## config.mk

```make
export PLATFORM = sky130hd
export DESIGN_NAME = rstsrc_ctrl
export DESIGN_NICKNAME = d
export VERILOG_FILES = /design/src/rtl/rstsrc_ctrl.sv
export SDC_FILE = /design/constraint.sdc
export NUM_CORES = 1
export LEC_CHECK = 0
export BUFFER_PORTS_ARGS = -buffer_cell sky130_fd_sc_hd__buf_2
export CAP_MARGIN = 20
export CELL_PAD_IN_SITES_DETAIL_PLACEMENT = 1
export CELL_PAD_IN_SITES_GLOBAL_PLACEMENT = 1
export CORE_UTILIZATION = 42
export CTS_CLUSTER_SIZE = 14
export DETAILED_ROUTE_END_ITERATION = 8
export GPL_ROUTABILITY_DRIVEN = 0
export PLACE_DENSITY_LB_ADDON = 0.1
export SYNTH_ARGS = -nofsm -noshare
export SYNTH_HDL_FRONTEND = slang
export SYNTH_SLANG_ARGS = --single-unit
```

## constraint.sdc

```tcl
create_clock -name clk -period 5.1 [get_ports clk]
set_clock_uncertainty 0.15 [all_clocks]
set_input_delay 0 -clock clk [delete_from_list [all_inputs] [get_ports clk]]
set_output_delay 0 -clock clk [all_outputs]
set_load 0.01 [all_outputs]
```

## src/rtl/rstsrc_ctrl.sv

```systemverilog
module rstsrc_ctrl #(
  parameter int RST_DLY   = 16,
  parameter int SST_LONG  = 128,
  parameter int SST_SHORT = 2
) (
  input  logic       clk,
  input  logic       por_n,
  input  logic       pin_rst_n,
  input  logic       lvd_rst,
  input  logic       wdt_to,
  input  logic       wake,
  input  logic       sleep_req,
  input  logic       clrwdt,
  input  logic       slow_en,
  input  logic       fast_wake,
  input  logic       osc_xtal,
  output logic       core_hold,
  output logic       sys_rst,
  output logic       ready,
  output logic       pc_clr,
  output logic       sp_clr,
  output logic       int_dis,
  output logic       tmr_off,
  output logic       psc_clr,
  output logic       io_in,
  output logic       wdt_clr,
  output logic       to_flag,
  output logic       pd_flag,
  output logic [1:0] mode
);

  localparam int MAXD = (RST_DLY > SST_LONG) ? RST_DLY : SST_LONG;
  localparam int CW   = $clog2(MAXD + 1);
  localparam logic [1:0] K_FULL = 2'd0, K_PART = 2'd1, K_WAKE = 2'd2;

  logic [1:0]    pin_q, lvd_q, kind;
  logic [CW-1:0] cnt;
  logic          sleeping;

  wire ext_req  = pin_q[1] | lvd_q[1];
  wire idle     = ~core_hold & ~ext_req;
  wire wdt_full = idle & wdt_to & ~sleeping;
  wire wdt_part = idle & wdt_to & sleeping;
  wire wake_ev  = idle & wake & sleeping & ~wdt_to;
  wire do_sleep = idle & sleep_req & ~sleeping & ~wdt_to;
  wire do_clr   = idle & clrwdt & ~sleep_req & ~sleeping & ~wdt_to;
  wire [CW-1:0] sst = (osc_xtal || !fast_wake) ? CW'(SST_LONG) : CW'(SST_SHORT);

  always_ff @(posedge clk or negedge por_n) begin
    if (!por_n) begin
      pin_q     <= '0;
      lvd_q     <= '0;
      cnt       <= CW'(RST_DLY);
      kind      <= K_FULL;
      core_hold <= 1'b1;
      ready     <= 1'b0;
      sleeping  <= 1'b0;
      to_flag   <= 1'b0;
      pd_flag   <= 1'b0;
    end else begin
      pin_q <= {pin_q[0], ~pin_rst_n};
      lvd_q <= {lvd_q[0], lvd_rst};
      ready <= 1'b0;
      if (ext_req || wdt_full) begin
        core_hold <= 1'b1;
        kind      <= K_FULL;
        cnt       <= CW'(RST_DLY);
        sleeping  <= 1'b0;
        if (wdt_full) to_flag <= 1'b1;
      end else if (wdt_part || wake_ev) begin
        core_hold <= 1'b1;
        kind      <= wdt_part ? K_PART : K_WAKE;
        cnt       <= sst;
        sleeping  <= 1'b0;
        if (wdt_part) begin
          to_flag <= 1'b1;
          pd_flag <= 1'b1;
        end
      end else if (core_hold) begin
        if (cnt != '0) cnt <= cnt - CW'(1);
        else begin
          core_hold <= 1'b0;
          ready     <= 1'b1;
        end
      end else if (do_sleep) begin
        sleeping <= 1'b1;
        pd_flag  <= 1'b1;
        to_flag  <= 1'b0;
      end else if (do_clr) begin
        to_flag <= 1'b0;
        pd_flag <= 1'b0;
      end
    end
  end

  wire full = core_hold & (kind == K_FULL);
  wire ptr  = core_hold & (kind != K_WAKE);

  assign sys_rst = full;
  assign int_dis = full;
  assign tmr_off = full;
  assign psc_clr = full;
  assign io_in   = full;
  assign wdt_clr = full;
  assign pc_clr  = ptr;
  assign sp_clr  = ptr;
  assign mode    = sleeping ? 2'b10 : {1'b0, slow_en};

endmodule


```

# Yosys cells after proc, flatten, opt, wreduce, memory -nomap -nowiden
# Cells that the tools add are included.
# word_totals
register_bits	19
input_bits	11
elab_cells	87
# classes
n_addsub	1
n_eq_ne	6
n_mux	31
bitwise	24
reduce_logical	16
# op_table
op	count
two-way mux 8 bit	5
two-way mux 1 bit	22
AND 1 bit	16
nonzero test 3 bit	4
two-way mux 2 bit	4
AND reduction 4 bit	2
nonzero test 8 bit	1
subtractor 8 x 1 -> 8 bit (second input constant)	1
inverter 1 bit	7
!= test 2 bit (second input constant)	3
AND reduction 2 bit	2
nonzero test 4 bit	1
logical OR 1 bit	3
!= test 3 x 1 -> 1 bit (second input constant)	1
!= test 3 bit (second input constant)	1
zero test 2 bit	1
!= test 2 x 1 -> 1 bit (second input constant)	1
nonzero test 2 bit	1
zero test 1 bit	1
bitwise OR 1 bit	1

# Depth between registers and ports, before layout
# depth
depth_word	12
depth_mapped	7
mapped_depth_nobuf	6

# Least setup slack after synthesis
# OpenSTA, ideal clock, no wires.
# synth_timing
path_kind	reg-to-reg
startpoint	register cnt[1]
endpoint	register cnt[1]
setup_time_ps	126
arrival_ps	1623
t_required_ps	4824
slack_ps	3201
path_stages_with_launch	8
path_buffers	1
period_less_slack_ps	1899
cell_sequence	dfrtp_1 inv_1 ha_1 or4b_1 buf_2 o21a_4 nor2_1 a2bb2oi_2
# synth_between
elab_chain_len	5
word_cells_on_any_way	8
cone_classes	1 x add/sub; 4 x mux; 3 x reduce/logical
# synth_lines
element	line_no	source
from (decl)	37	logic [CW-1:0] cnt;
from (signal assigned)	53	cnt <= CW'(RST_DLY);
from (signal assigned)	67	cnt <= CW'(RST_DLY);
from (signal assigned)	73	cnt <= sst;
subtractor 8 x 1 -> 8 bit	80	if (cnt != '0) cnt <= cnt - CW'(1);
two-way mux 8 bit	80	
two-way mux 8 bit	79	end else if (core_hold) begin
two-way mux 8 bit	70	end else if (wdt_part || wake_ev) begin
two-way mux 8 bit	64	if (ext_req || wdt_full) begin
# Several ways; a longest one is shown, not always the timed one. The select of a mux whose other input is x is not followed.
# A chain may end at the register's enable or synchronous reset.

# Worst setup path in the final report
# layout_timing
startpoint	register sleeping
endpoint	register pd_flag
# layout_between
elab_chain_len	6
word_cells_on_any_way	19
cone_classes	2 x eq/ne; 3 x mux; 10 x bitwise; 4 x reduce/logical
# layout_lines
element	line_no	source
from (decl)	38	logic sleeping;
from (signal assigned)	57	sleeping <= 1'b0;
from (signal assigned)	68	sleeping <= 1'b0;
from (signal assigned)	74	sleeping <= 1'b0;
inverter 1 bit	42, 45, 46	
AND 1 bit (2 in a row)	45	wire do_sleep = idle & sleep_req & ~sleeping & ~wdt_to;
two-way mux 1 bit	85	end else if (do_sleep) begin
two-way mux 1 bit	79	
two-way mux 1 bit	70	
to (signal assigned)	77	pd_flag <= 1'b1;
to (signal assigned)	87	pd_flag <= 1'b1;
to (signal assigned)	91	pd_flag <= 1'b0;
to (decl)	28	output logic pd_flag,
# Several ways; a longest one is shown, not always the timed one. The select of a mux whose other input is x is not followed.

==> flow_summary.ini <==
[power_and_ir_drop]
total_power_uw = 327
irDropWorstVdd_mv = 0.159
p_per_area_nw_per_um2 = 253
p_leak_nw = 0.570

[place]
dp_slack_ns = 3.03
dp_hpwl_mm = 1.77
place_inst = 151
io_buffers = 24

[floorplan]
core_area_sq_um = 2280
die_y_microns = 51.9
rows = 17
io_pins = 25
die-area_sq_um = 2690
start_util_pct = 46.0
die_w_microns = 51.9

[worst_setup_path]
crit_arrival_ns = 2.64
crit_required_ns = 5.15
worstSetupPathType = flip-flop to flip-flop
cp-start-kind = flip-flop
endpoint_kind = flip-flop
worstPathMaxFanout = 11

[logic_synthesis]
syn-cell-area_sq_um = 1050
mappedNetlistNets = 123
ys_async_sr_fraction_pct = 100
yosysWarningCount = 0
syn_area_per_cell_sq_um = 9.51
synth_seq_cells = 19
synth_edf_count = 0
postSynthCellCount = 110
ys.flop_type = dfrtp_1
yosysUniqueCellTypes = 39
yosysSeqAreaShare_pct = 45.7

[grt]
grt_overflow_total = 0
grt_max_degree = 20
antenna_found_initial = 0
grt_pass1_vias = 854
grt_pass1_wl_mm = 4.15
grt_use_total_pct = 21.9

[sta]
setup_tns_ns = 0
final.period_utilization_pct = 50.8
setup_viol_count_final = 0
finalHoldViolations = 0
rsz0062_at_grt = false
slew_viol_final = 0
fin_crit_ns = 2.59
fin_hold_ws_ns = 0.00455
finalWorstSetupSlack_ns = 2.51
slew_headroom_pct = 58.6
worstMarginPinSlew_ns = 0.615
max_freq_mhz = 386

[route]
drc = 0
postRouteAntennaNets = 0
firstDrtPassIters = 4
vias = 914
avgRoutedWirePerCell_microns = 15.2
drt-initial-drc-count = 9
drt-total-wl_mm = 2.55
vias_per_cell = 5.44

[clock_network]
clk_pin_slew_worst_paths_ns = 0.11
htreeDepth = 1
cts.path.max_buffers = 2
clock-sinks = 19
insertion_delay_ns = 0.30
cts-buffers-inserted = 3
tritoncts = yes
clockRootBuffer = clkbuf_4

[finish]
drive_above_1_share_pct = 25.0
num-nets-final = 154
diodes = 0
syn2layout_area_growth_pct = 23.4
stdcell_count = 168
nFillCells = 268

[run_status]
outcome = complete, no violations

[flow_run]
max-cap-violations = 0

[hold_path]
min_path_type = input port to asynchronous set/reset pin
==> kinds of logic (layout without fill, tap and decap cells) <==
| family | Yosys count | after routing | share of synthesized area (%) |
|---|---|---|---|
| and+or+nand+nor | 36 | 36 | 17.9 |
| AOI/OAI and AO/OA | 29 | 29 | 19.9 |
| DFF | 19 | 19 | 45.7 |
| buffers and inverters | 19 | 49 | 9.69 |
| xor gates and xnor gates | 4 | 4 | 3.35 |
| adders and majority gates | 2 | 2 | 2.39 |
| muxes | 1 | 1 | 1.08 |
==> flip-flops by register name, indices dropped and copies added, names as in the netlist <==
name,flops
kind,2
cnt,8
pin_q,2
to_flag,1
lvd_q,2
core_hold,1
sleeping,1
ready,1
pd_flag,1
==> per-stage QoR <==
stage	util (%)	cell area (sq um)
2_1_floorplan	-	1050
3_3_place_gp	49.8	1130
3_5_place_dp	49.8	1130
4_1_cts	56.7	1290
5_1_grt	56.7	1290
6_report	56.7	1290
==> Yosys cell counts (3+ instances only) <==
cell type  instances  share of area, %
a21oi_1            5               2.4
buf_4              7               5.0
dfrtp_1           17                41
inv_1              7               2.5
nand2_1            4               1.4
nor2_1            13               4.7
nor2b_1            5               3.0
nor3_1             4               1.9
o211ai_1           3               2.2
o21ai_0            6               2.9
xor2_1             3               2.5
==> path summary, 6_finish.rpt <==
kind,startpoint,endpoint,slack [ns],depth (start not counted)
worst max-delay path,sleeping$_DFFE_PN0P_,pd_flag$_DFFE_PN0P_,2.51,6
worst min-delay path,por_n,cnt[3]$_DFFE_PN0P_,0.005,2
worst max register to register,sleeping$_DFFE_PN0P_,pd_flag$_DFFE_PN0P_,2.51,6
worst min register to register,pin_q[0]$_DFF_PN0_,pin_q[1]$_DFF_PN0_,0.22,0
max in group asynchronous,por_n,cnt[4]$_DFFE_PN1P_,4.45,2
min in group clk,fast_wake,cnt[7]$_DFFE_PN0P_,0.05,4
==> cell type report <==
class	count	area, sq um	share of cell area, %
flip-flops and latches	19	478	37.0
multi-input cells	72	467	36.1
repair buffers	38	258	20.0
well taps	28	35.0	2.71
inverters	7	26.3	2.03
clock buffers	3	22.5	1.74
clock inverters	1	5.00	0.388
==> worst max-delay path, cell delays in order, from the launching register on <==
cell	delay, ns
dfrtp_1	0.51
nor4_1	0.38
a32oi_1	0.14
dlygate4sd3_1	0.57
nor2_1	0.11
dlygate4sd3_1	0.57
a21oi_1	0.05
==> metal layers <==
| layer | GRT usage (%) | up-vias | part of all wire [%] |
|---|---|---|---|
| met3 | 6.14 | 5 | 3.9 |
| li1 | - | 436 | - |
| met1 | 28.0 | 450 | 46 |
| met4 | 5.41 | 0 | 1.1 |
| met5 | 0 | - | 0 |
| met2 | 36.1 | 23 | 49 |
==> power by group <==
group | total, mW | switching (mW) | internal (mW) | leakage (nW)
Sequential | 0.172 | 0.0104 | 0.161 | 0.241
Combinational | 0.0774 | 0.0410 | 0.0364 | 0.311
Clock | 0.0774 | 0.0481 | 0.0293 | 0.0177
Total | 0.327 | 0.0994 | 0.227 | 0.570
==> timing repair <==
action | in CTS | in global routing
setup buffers | 0 | 0
endpoints found under the hold margin | 27 | 0
hold buffers | 13 | 0
resized for setup | 0 | 0
==> placed cells by master (no fill, tap or decap), types with 3 or more instances in the layout <==
cell type / count
buf_2: 24
dfrtp_1: 17
nor2_1: 13
dlygate4sd3_1: 13
inv_1: 7
o21ai_0: 6
nor2b_1: 5
a21oi_1: 5
nand2_1: 4
nor3_1: 4
o211ai_1: 3
xor2_1: 3
clkbuf_4: 3
Power figures use the tool's default switching activity.
